**src/rtl/ddr2_init_pkg.sv**
```systemverilog
package ddr2_init_pkg;
  typedef enum logic [3:0] {
    CMD_MRW  = 4'h0,
    CMD_PALL = 4'h1,
    CMD_REF  = 4'h5,
    CMD_NOP  = 4'h7
  } cmd_e;

  typedef enum logic [2:0] {
    ST_IDLE,
    ST_PWRUP,
    ST_ISSUE,
    ST_GAP,
    ST_DONE
  } seq_state_e;

  localparam int STEPS_PER_RANK = 12;
  localparam int STEP_W = $clog2(STEPS_PER_RANK);
endpackage

```
**src/rtl/ddr2_init_step_rom.sv**
```systemverilog
module ddr2_init_step_rom
  import ddr2_init_pkg::*;
#(
  parameter int ADDR_W = 14,
  parameter int CNT_W = 16,
  parameter int NOP_GAP = 80,
  parameter int MRS_GAP = 200,
  parameter logic [13:0] MR_DLL_RST = 14'h542,
  parameter logic [13:0] MR_NORMAL = 14'h442,
  parameter logic [13:0] EMR1_DLL_ON = 14'h400,
  parameter logic [13:0] EMR1_OCD_DEF = 14'h780,
  parameter logic [13:0] EMR2_VAL = 14'h000,
  parameter logic [13:0] EMR3_VAL = 14'h000
) (
  input  logic [STEP_W-1:0] step,
  output cmd_e              kind,
  output logic [1:0]        mrsel,
  output logic [ADDR_W-1:0] addr,
  output logic [CNT_W-1:0]  gap_after
);
  // One entry per step: command, target register, value, idle cycles after acceptance.
  always_comb begin
    kind      = CMD_NOP;
    mrsel     = 2'd0;
    addr      = '0;
    gap_after = '0;
    case (step)
      4'd0:  gap_after = CNT_W'(NOP_GAP);
      4'd1:  kind = CMD_PALL;
      4'd2:  begin kind = CMD_MRW; mrsel = 2'd2; addr = ADDR_W'(EMR2_VAL); end
      4'd3:  begin kind = CMD_MRW; mrsel = 2'd3; addr = ADDR_W'(EMR3_VAL); end
      4'd4:  begin kind = CMD_MRW; mrsel = 2'd1; addr = ADDR_W'(EMR1_DLL_ON); end
      4'd5:  begin kind = CMD_MRW; mrsel = 2'd0; addr = ADDR_W'(MR_DLL_RST); end
      4'd6:  kind = CMD_PALL;
      4'd7:  kind = CMD_REF;
      4'd8:  kind = CMD_REF;
      4'd9:  begin
        kind = CMD_MRW; mrsel = 2'd0; addr = ADDR_W'(MR_NORMAL);
        gap_after = CNT_W'(MRS_GAP);
      end
      4'd10: begin kind = CMD_MRW; mrsel = 2'd1; addr = ADDR_W'(EMR1_OCD_DEF); end
      4'd11: begin kind = CMD_MRW; mrsel = 2'd1; addr = ADDR_W'(EMR1_DLL_ON); end
      default: kind = CMD_NOP;
    endcase
  end
endmodule

```
**src/rtl/ddr2_init_timer.sv**
```systemverilog
module ddr2_init_timer #(
  parameter int CNT_W = 16
) (
  input  logic             clk,
  input  logic             rst_n,
  input  logic             load,
  input  logic [CNT_W-1:0] load_val,
  output logic             expired
);
  logic [CNT_W-1:0] cnt_q;

  always_ff @(posedge clk or negedge rst_n) begin
    if (!rst_n) begin
      cnt_q <= '0;
    end else if (load) begin
      cnt_q <= load_val;
    end else if (cnt_q != '0) begin
      cnt_q <= cnt_q - CNT_W'(1);
    end
  end

  assign expired = (cnt_q == '0);
endmodule

```
**src/rtl/ddr2_init_seq.sv**
```systemverilog
module ddr2_init_seq
  import ddr2_init_pkg::*;
#(
  parameter int CLK_MHZ = 200,
  parameter int NUM_RANKS = 2,
  parameter int PWRUP_US = 200,
  parameter int NOP_WAIT_NS = 400,
  parameter int MRS_WAIT_CLK = 200,
  parameter int ADDR_W = 14,
  parameter int REFI_W = 16,
  parameter logic [13:0] MR_DLL_RST = 14'h542,
  parameter logic [13:0] MR_NORMAL = 14'h442,
  parameter logic [13:0] EMR1_DLL_ON = 14'h400,
  parameter logic [13:0] EMR1_OCD_DEF = 14'h780,
  parameter logic [13:0] EMR2_VAL = 14'h000,
  parameter logic [13:0] EMR3_VAL = 14'h000,
  localparam int RANK_W = (NUM_RANKS > 1) ? $clog2(NUM_RANKS) : 1
) (
  input  logic              clk,
  input  logic              rst_n,
  input  logic              dll_locked,
  output logic              cmd_valid,
  input  logic              cmd_ready,
  output logic [3:0]        cmd_kind,
  output logic [RANK_W-1:0] cmd_cs,
  output logic [1:0]        cmd_mrsel,
  output logic [ADDR_W-1:0] cmd_addr,
  output logic              refresh_en,
  output logic              init_done,
  output logic [REFI_W-1:0] refi_cycles
);
  localparam int PWRUP_CYC = PWRUP_US * CLK_MHZ;
  localparam int NOP_CYC = (NOP_WAIT_NS * CLK_MHZ + 999) / 1000;
  localparam int REFI_CYC = (CLK_MHZ * 78) / 10;
  localparam int SHORT_MAX = (NOP_CYC > MRS_WAIT_CLK) ? NOP_CYC : MRS_WAIT_CLK;
  localparam int WAIT_MAX = (PWRUP_CYC > SHORT_MAX) ? PWRUP_CYC : SHORT_MAX;
  localparam int CNT_W = $clog2(WAIT_MAX + 1);
  localparam int LAST_STEP = STEPS_PER_RANK - 1;

  seq_state_e          state_q;
  logic [STEP_W-1:0]   step_q;
  logic [RANK_W-1:0]   rank_q;
  logic                done_q;
  cmd_e                rom_kind;
  logic [1:0]          rom_mrsel;
  logic [ADDR_W-1:0]   rom_addr;
  logic [CNT_W-1:0]    rom_gap;
  logic                tmr_load;
  logic [CNT_W-1:0]    tmr_val;
  logic                tmr_expired;
  logic                accept;

  ddr2_init_step_rom #(
    .ADDR_W(ADDR_W), .CNT_W(CNT_W), .NOP_GAP(NOP_CYC), .MRS_GAP(MRS_WAIT_CLK),
    .MR_DLL_RST(MR_DLL_RST), .MR_NORMAL(MR_NORMAL), .EMR1_DLL_ON(EMR1_DLL_ON),
    .EMR1_OCD_DEF(EMR1_OCD_DEF), .EMR2_VAL(EMR2_VAL), .EMR3_VAL(EMR3_VAL)
  ) u_rom (
    .step(step_q), .kind(rom_kind), .mrsel(rom_mrsel), .addr(rom_addr), .gap_after(rom_gap)
  );

  ddr2_init_timer #(.CNT_W(CNT_W)) u_tmr (
    .clk(clk), .rst_n(rst_n), .load(tmr_load), .load_val(tmr_val), .expired(tmr_expired)
  );

  assign accept = (state_q == ST_ISSUE) && cmd_ready;

  // Timer loads the idle length minus one so the idle state lasts exactly that many cycles.
  always_comb begin
    tmr_load = 1'b0;
    tmr_val  = '0;
    if (state_q == ST_IDLE && dll_locked) begin
      tmr_load = 1'b1;
      tmr_val  = CNT_W'(PWRUP_CYC - 1);
    end else if (accept && rom_gap != '0) begin
      tmr_load = 1'b1;
      tmr_val  = rom_gap - CNT_W'(1);
    end
  end

  always_ff @(posedge clk or negedge rst_n) begin
    if (!rst_n) begin
      state_q <= ST_IDLE;
      step_q  <= '0;
      rank_q  <= '0;
      done_q  <= 1'b0;
    end else begin
      done_q <= (state_q == ST_DONE);
      case (state_q)
        ST_IDLE:  if (dll_locked) state_q <= ST_PWRUP;
        ST_PWRUP: if (tmr_expired) state_q <= ST_ISSUE;
        ST_ISSUE: begin
          if (accept) begin
            if (step_q == STEP_W'(LAST_STEP)) begin
              step_q <= '0;
              if (rank_q == RANK_W'(NUM_RANKS - 1)) state_q <= ST_DONE;
              else rank_q <= rank_q + RANK_W'(1);
            end else begin
              step_q <= step_q + STEP_W'(1);
              if (rom_gap != '0) state_q <= ST_GAP;
            end
          end
        end
        ST_GAP:   if (tmr_expired) state_q <= ST_ISSUE;
        ST_DONE:  state_q <= ST_DONE;
        default:  state_q <= ST_IDLE;
      endcase
    end
  end

  assign cmd_valid   = (state_q == ST_ISSUE);
  assign cmd_kind    = rom_kind;
  assign cmd_cs      = rank_q;
  assign cmd_mrsel   = rom_mrsel;
  assign cmd_addr    = rom_addr;
  assign refresh_en  = (state_q == ST_DONE);
  assign init_done   = done_q;
  assign refi_cycles = REFI_W'(REFI_CYC);
endmodule

```
**config.mk**
```make
export PLATFORM = sky130hd
export DESIGN_NAME = ddr2_init_seq
export DESIGN_NICKNAME = d
export VERILOG_FILES = /design/src/rtl/ddr2_init_pkg.sv /design/src/rtl/ddr2_init_step_rom.sv /design/src/rtl/ddr2_init_timer.sv /design/src/rtl/ddr2_init_seq.sv
export SDC_FILE = /design/constraint.sdc
export NUM_CORES = 1
export LEC_CHECK = 0
export BUFFER_PORTS_ARGS = -buffer_cell sky130_fd_sc_hd__buf_2
export CORE_UTILIZATION = 35
export CTS_BUF_LIST = sky130_fd_sc_hd__clkbuf_16
export CTS_CLUSTER_SIZE = 40
export DETAILED_ROUTE_END_ITERATION = 6
export PLACE_DENSITY_LB_ADDON = 0.08
export SYNTH_ARGS = -nofsm -noshare
export SYNTH_HDL_FRONTEND = slang
export SYNTH_HIERARCHICAL = 1
export SYNTH_SLANG_ARGS = --single-unit
```
**constraint.sdc**
```tcl
create_clock -name clk -period 4.1 [get_ports clk]
set_input_delay 0.82 -clock clk [delete_from_list [all_inputs] [get_ports clk]]
set_output_delay 0.82 -clock clk [all_outputs]
set_load 0.03 [all_outputs]
```
==> results of run 1 <==
## power breakdown
| group | switching [mW] | internal [mW] |
|---|---|---|
| Combinational | 0.217 | 0.178 |
| Clock | 0.0889 | 0.131 |
| Sequential | 0.103 | 0.321 |
| Total | 0.409 | 0.631 |
## per-layer routing
metal,track usage,vias to the layer above
li1,-,944
met1,0.205,830
met2,0.228,40
met3,0.0178,2
met4,0.0376,0
met5,0,-
## layout make-up
class                   instances  area [um2]  share of cell area
inverters                       4        15.0             0.00622
clock buffers                   3        75.1              0.0311
flip-flops and latches         25         626               0.259
well taps                      77        96.3              0.0399
multi-input cells             238        1480               0.612
clock inverters                 1        5.00             0.00207
repair buffers                 22         120              0.0498
## per-stage QoR
stage,area (um2),utilization,instances
2_1_floorplan,2480,-,320
3_3_place_gp,2330,0.363,366
3_5_place_dp,2330,0.363,366
4_1_cts,2410,0.376,370
5_1_grt,2410,0.376,370
6_report,2410,0.376,370
## worst max-delay path, stage by stage (launching register included)
cell and delay (ns):
dfrtp_1 0.60, nand2b_1 0.25, nor2_1 0.17, nor3b_1 0.47, nand3_1 0.27, o21ai_0 0.20, buf_4 0.20, nand2_1 0.18
buf_4 0.28, nor4_1 0.31, a221o_1 0.15
## Yosys cell counts (2+ instances only)
| library cell | instances | area [um2] |
|---|---|---|
| buf_4 | 40 | 300 |
| dfrtp_1 | 25 | 626 |
| nand2_1 | 25 | 93.8 |
| nor2_1 | 22 | 82.6 |
| o21ai_0 | 19 | 95.1 |
| nand2b_1 | 15 | 93.8 |
| xnor2_1 | 12 | 105 |
| a21oi_1 | 10 | 50.1 |
| nor3_1 | 9 | 45.0 |
| buf_2 | 6 | 30.0 |
| nand4_1 | 6 | 37.5 |
| o211a_1 | 6 | 60.1 |
| xor2_1 | 6 | 52.6 |
| a21o_1 | 5 | 37.5 |
| clkbuf_1 | 5 | 18.8 |
| nand3_1 | 5 | 25.0 |
| inv_1 | 4 | 15.0 |
| nor2b_1 | 4 | 25.0 |
| nor4_1 | 4 | 25.0 |
| conb_1 | 3 | 11.3 |
| ha_1 | 3 | 37.5 |
| mux2_2 | 3 | 33.8 |
| mux2i_1 | 3 | 30.0 |
| nand4b_1 | 3 | 26.3 |
| nor3b_1 | 3 | 22.5 |
| nor4_2 | 3 | 37.5 |
| or3_1 | 3 | 18.8 |
| a221o_1 | 2 | 20.0 |
| nand3b_1 | 2 | 15.0 |
| nor4_4 | 2 | 42.5 |
| nor4b_1 | 2 | 17.5 |
| o211ai_1 | 2 | 15.0 |
| o22ai_1 | 2 | 12.5 |
| o31a_1 | 2 | 17.5 |
| o31ai_1 | 2 | 15.0 |
| or4_1 | 2 | 15.0 |
## worst paths after layout
kind | from | to | slack [ns] | cells past startpoint
max | step_q[2]$_DFFE_PN0P_ | u_tmr/cnt_q[10]$_DFFE_PN0P_ | 0.95 | 10
min | cmd_cs$_DFFE_PN0P_ | cmd_cs$_DFFE_PN0P_ | 0.53 | 1
max reg2reg | step_q[2]$_DFFE_PN0P_ | u_tmr/cnt_q[10]$_DFFE_PN0P_ | 0.95 | 10
min reg2reg | cmd_cs$_DFFE_PN0P_ | cmd_cs$_DFFE_PN0P_ | 0.53 | 1
max in group asynchronous | rst_n | u_tmr/cnt_q[9]$_DFFE_PN0P_ | 3.17 | 1
min in group asynchronous | rst_n | u_tmr/cnt_q[0]$_DFFE_PN0P_ | 0.55 | 1
## logic make-up (layout without fill, tap and decap cells)
logic type                 count (synthesis)  count (layout)
xor gates and xnor gates                  18              18
buffers and inverters                     57              30
DFF                                       25              25
AOI/OAI and AO/OA                         54              54
and+or+nand+nor                          120             120
muxes                                      6               6
adders and majority gates                  3               3
other                                      3              37
## state kept, by name, summed over array words and instances (netlist names)
name         count
cmd_cs           1
init_done        1
state_q          3
step_q           4
u_tmr/cnt_q     16
==> summary.md, run 1 <==
| Metric | Value |
|---|---|
| IO Port Bufs | `18` |
| Power Dens Cells | `between 400 and 500 nW/um2` |
| Hold slack | `approximately 0.53 ns` |
| Drt first pass iters | `7` |
| Setup_tns | `0 ns` |
| Routability cong. | `0.827` |
| Post-synthesis simple-gate area fraction | `0.307` |
| Number of global-route vias before repair | `1667` |
| Critical path type | `flip-flop to flip-flop` |
| Die area | `roughly 7000 um2` |
| Resized cells post-CTS | `0` |
| First-pass GRT wire length | `approximately 8.2 mm` |
| Top FF cell, synth | `dfrtp_1` |
| # Post-CTS Setup Buffers | `0` |
| Class of the worst hold path | `flip-flop to flip-flop` |
| Leak pwr | `between 1 and 1.5 nW` |
| Skew-Pair Late Insertion Delay | `between 0.2 and 0.3 ns` |
| CTS clk-pin slew, worst paths | `about 0.070 ns` |
| Crit end category | `flip-flop` |
| Synth Warn # | `6` |
| Commonest non-fill, non-tap cells in the layout | `37 x conb_1, 25 x nand2_1, 25 x dfrtp_1, 22 x nor2_1, 19 x o21ai_0` |
| Metal2 WL | `2.10 mm` |
| Outcome | `finished with violations` |
| Largest net degree at the start of global routing | `28` |
| Synthesized area | `between 2000 and 2500 um2` |
| CTS tree | `yes` |
| CP max FO | `27` |
| Layout cells sized above 1 | `0.140` |
| Fin crit period | `between 3 and 4 ns` |
| Setup ws final | `around 0.95 ns` |
| Die Y | `between 80 and 90 um` |
| Pre-CTS setup slack | `between 1 and 1.5 ns` |
| Routed vias | `approximately 1800` |
| RSZ-0062 raised after global routing | `false` |
| CTS Buf Count | `3` |
| Avg Cell Area, Syn | `just over 8 um2` |
| Commonest non-fill, non-tap cell in the layout | `conb_1` |
| EDFF count, synth | `0` |
| Io pins | `between 40 and 50` |
| Register area share after synthesis | `0.266` |
| Total power | `between 1 and 1.5 mW` |
| Global Route Usage Sum | `0.144` |
| Fmax | `0.318 GHz` |
| Synth Area in Compound Gates | `0.151` |
| Largest family of logic cells by synthesized area | `simple AND/OR/NAND/NOR gates` |
| Type of element launching the critical path | `flip-flop` |
| Initial antenna violation count | `0` |
| Hpwl dp | `3.70 mm` |
| Mux cell area share after synthesis | `0.0271` |
| Final wirelength | `between 4 and 5 mm` |
| Initial Utilization | `0.367` |
| Layout area overhead | `2.50%` |
| DR WL/cell | `between 10 and 15 um` |
| Top sig layer | `met4` |
| Max VDD drop | `approximately 0.00015 V` |
| Core Region | `~6400 um2` |
| GRT overflow | `0` |
| Post-synth ARST share | `1.00` |
| Die W | `between 80 and 90 um` |
| Final worst path period share | `0.768` |
| Post-synthesis cell count | `roughly 290` |
| Clk sinks | `25` |
| Max-cap violations | `0` |
| Count of final setup violators | `0` |
| Final hold vios | `0` |
| Worst endpoint required time | `roughly 4.3 ns` |
| Met1 Wirelength | `approximately 2.6 mm` |
| Fillers | `approximately 680` |
| Pins Over Slew Limit | `0` |
| Cell row count | `29` |
| Final ANT Viol Nets | `0` |
| Slew margin rel. | `0.525` |
| Worst-Margin Slew | `roughly 0.71 ns` |
| Adder-Cell Fraction of Synth Area | `0.0159` |
| Unique masters post-synth | `between 50 and 60` |
| DRC | `8` |
| Number of vias per cell | `roughly 4.9` |
| # hold bufs at CTS | `0` |
| DRT iter0 DRCs | `60` |
| Clock Skew | `0.00663 ns` |
| Nets | `301` |
| Critical Path AT | `3.35 ns` |
| Flops & latches, synth | `25` |
| Post-synthesis xor/xnor area fraction | `0.0670` |
| CTS Root Cell | `clkbuf_16` |
| Failing checks | `DRC` |
| WL met3 | `114 um` |
| Ant diodes | `0` |
| Clock buffer depth | `2` |
| Htree depth | `1` |
No activity file was read; power rests on OpenSTA's default activity.
==> run 2: changes to the inputs <==
- ABC_AREA: unset -> 1
- clock period: 4.1 -> 3 ns (I/O delays scaled with it)
==> run 2 against run 1 <==
  * Sequential share of layout area decreased by 3.2 points
  * The run now ends clean
  * Area after synthesis up 14%
  * Via count grew 19%
  * Total power increased by 150%
==> summary.md, run 2 <==
| Metric | Value |
|---|---|
| Global Route Usage Sum | `0.152` |
| Critical path type | `flip-flop to flip-flop` |
| Post-synth ARST share | `1.00` |
| CP max FO | `14` |
| First-pass GRT wire length | `approximately 9.4 mm` |
| Largest family of logic cells by synthesized area | `simple AND/OR/NAND/NOR gates` |
| Mux cell area share after synthesis | `0` |
| Post-synthesis cell count | `roughly 400` |
| Pins Over Slew Limit | `0` |
| Final wirelength | `5.31 mm` |
| Clock Skew | `just under 0.003 ns` |
| CTS clk-pin slew, worst paths | `~0.07 ns` |
| Final hold vios | `0` |
| Register area share after synthesis | `0.234` |
| Outcome | `finished, final reports clean` |
| R2R depth | `13` |
| Unique masters post-synth | `35` |
| Flops & latches, synth | `25` |
| Fin crit period | `around 2.4 ns` |
| Critical Path AT | `about 2.6 ns` |
| Area leader, netlist | `dfrtp_1` |
| Number of global-route vias before repair | `roughly 2100` |
| DRC | `0` |
| Drt first pass iters | `4` |
| Htree depth | `1` |
| Synth Warn # | `6` |
| Power Dens Cells | `between 900 and 1000 nW/um2` |
| Synth Area in Compound Gates | `0.0749` |
| # Post-CTS Setup Buffers | `0` |
| CTS tree | `yes` |
| Clock buffer depth | `2` |
| DR WL/cell | `just over 10 um` |
| Routability cong. | `0.782` |
| Skew-Pair Late Insertion Delay | `between 0.2 and 0.3 ns` |
| Max reg flops | `16` |
| Largest Register | `u_tmr/cnt_q` |
| Max-cap violations | `0` |
| Largest registers | `u_tmr/cnt_q (16), step_q (4), state_q (3)` |
| Die Y | `approximately 89 um` |
| Count of final setup violators | `0` |
| Final design utilization | `0.376` |
| Leak pwr | `1.49 nW` |
| R2R Path Start | `step_q[2]$_DFFE_PN0P_` |
| Nets | `421` |
| RSZ-0062 raised after global routing | `false` |
| Reg-to-Reg End | `u_tmr/cnt_q[4]$_DFFE_PN0P_` |
| Routed vias | `~2200` |
| Layout cells sized above 1 | `0.191` |
| Setup ws final | `between 0.6 and 0.7 ns` |
| Worst endpoint required time | `about 3.2 ns` |
| Adder-Cell Fraction of Synth Area | `0.0140` |
| Class of the worst hold path | `primary input to async pin` |
| Commonest non-fill, non-tap cell in the layout | `nand2_1` |
| Largest net degree at the start of global routing | `26` |
| Top FF cell, synth | `dfrtp_1` |
| Placed cells | `between 500 and 600` |
| Hpwl dp | `between 4 and 5 mm` |
| Area contributors post-synth | `dfrtp_1 23%, nand2_1 14%, buf_4 11%` |
| Worst-Margin Slew | `0.588 ns` |
| Die area | `7990 um2` |
| Avg Cell Area, Syn | `between 6 and 7 um2` |
| Synth top area share | `0.234` |
| Post-synthesis xor/xnor area fraction | `0.0491` |
| Setup_tns | `0 ns` |
| CTS Buf Count | `3` |
| IO Port Bufs | `18` |
| Fmax | `around 0.42 GHz` |
| Setup slack, reg-to-reg | `0.60 ns` |
| Layout area overhead | `3.09%` |
| Initial antenna violation count | `0` |
| Resized cells post-CTS | `0` |
| DRT iter0 DRCs | `58` |
| Max VDD drop | `~0.00042 V` |
| Ant diodes | `0` |
| Pre-CTS setup slack | `about 0.57 ns` |
| Most frequent cell after synthesis | `nand2_1` |
| Die W | `roughly 89 um` |
| Post-synthesis simple-gate area fraction | `0.423` |
| Number of vias per cell | `4.24` |
| Commonest non-fill, non-tap cells in the layout | `102 x nand2_1, 46 x inv_1, 42 x nor2_1, 37 x conb_1, 29 x nand3_1` |
| EDFF count, synth | `0` |
| Io pins | `44` |
| Finished Layout Cells | `approximately 510` |
| Cell row count | `31` |
| Most frequent cells after synthesis | `102 x nand2_1, 46 x inv_1, 42 x nor2_1` |
| Crit end category | `flip-flop` |
| Clk sinks | `25` |
| Slew margin rel. | `0.608` |
| Synthesized area | `roughly 2700 um2` |
| CTS Root Cell | `clkbuf_16` |
| Core Region | `roughly 7300 um2` |
| Initial Utilization | `0.365` |
| # hold bufs at CTS | `0` |
| Final ANT Viol Nets | `0` |
| Final worst path period share | `0.799` |
| GRT overflow | `0` |
| Type of element launching the critical path | `flip-flop` |
[run 2: cell families (layout without fill, tap and decap cells)]
family,count (synthesis),after routing
other,3,37
AND/OR/NAND/NOR,228,228
adder cells (fa/ha/maj),3,3
XOR/XNOR,15,15
buffers and inverters,96,74
AO/OA/AOI/OAI,31,31
flip-flops,25,25
[run 2: area by class of cell]
class	instances	area (um2)
fill	799	4570
multi-input combinational	314	1640
sequential	25	626
inverter	51	191
tap	99	124
timing repair buffer	19	97.6
clock buffer	3	75.1
clock inverter	1	5.00
[run 2: per-stage QoR]
step,hold WS [ns],total power [mW],area (um2)
after global placement,0.487,2.28,2680
final,0.336,2.57,2760
after CTS,0.363,2.60,2760
after floorplan,0.304,2.02,2800
after global routing,0.395,2.85,2760
after detailed placement,0.484,2.28,2680
[run 2: how the worst max path moves through the flow]
stage                           from                     endpoint  depth (start not counted)
2_1_floorplan  step_q[1]$_DFFE_PN0P_   u_tmr/cnt_q[3]$_DFFE_PN0P_                         16
3_3_place_gp   step_q[1]$_DFFE_PN0P_  u_tmr/cnt_q[12]$_DFFE_PN0P_                         13
3_5_place_dp   step_q[0]$_DFFE_PN0P_   u_tmr/cnt_q[4]$_DFFE_PN0P_                         13
4_1_cts        step_q[2]$_DFFE_PN0P_   u_tmr/cnt_q[4]$_DFFE_PN0P_                         13
5_1_grt        step_q[0]$_DFFE_PN0P_   u_tmr/cnt_q[4]$_DFFE_PN0P_                         13
6_report       step_q[2]$_DFFE_PN0P_   u_tmr/cnt_q[4]$_DFFE_PN0P_                         13
[run 2: worst max-delay path, stage by stage, from the launching register on]
cell	delay, ns
dfrtp_1	0.52
nor2_1	0.10
nand2_1	0.11
o21ai_0	0.16
nor2_1	0.12
nand2_1	0.13
nor2_8	0.17
nand2_2	0.09
nand2_4	0.17
nand2_2	0.07
inv_1	0.32
nand3_4	0.17
inv_1	0.10
nor2_1	0.05
[run 2: power by group]
| group | internal (mW) | switching (mW) | total, mW | leakage (nW) |
|---|---|---|---|---|
| clock | 0.180 | 0.122 | 0.302 | 0.0409 |
| sequential | 0.473 | 0.175 | 0.648 | 0.316 |
| combinational | 0.514 | 1.10 | 1.62 | 1.13 |
[run 2: metal layers]
layer  global-route usage  vias up  wire length (um)  share of wire
li1                     -     1192                 -              -
met1                0.194      942              2690           0.51
met2                0.262       32              2430           0.46
met3               0.0166        4               108          0.020
met4               0.0620        0                87          0.016
met5                    0        -                 0              0
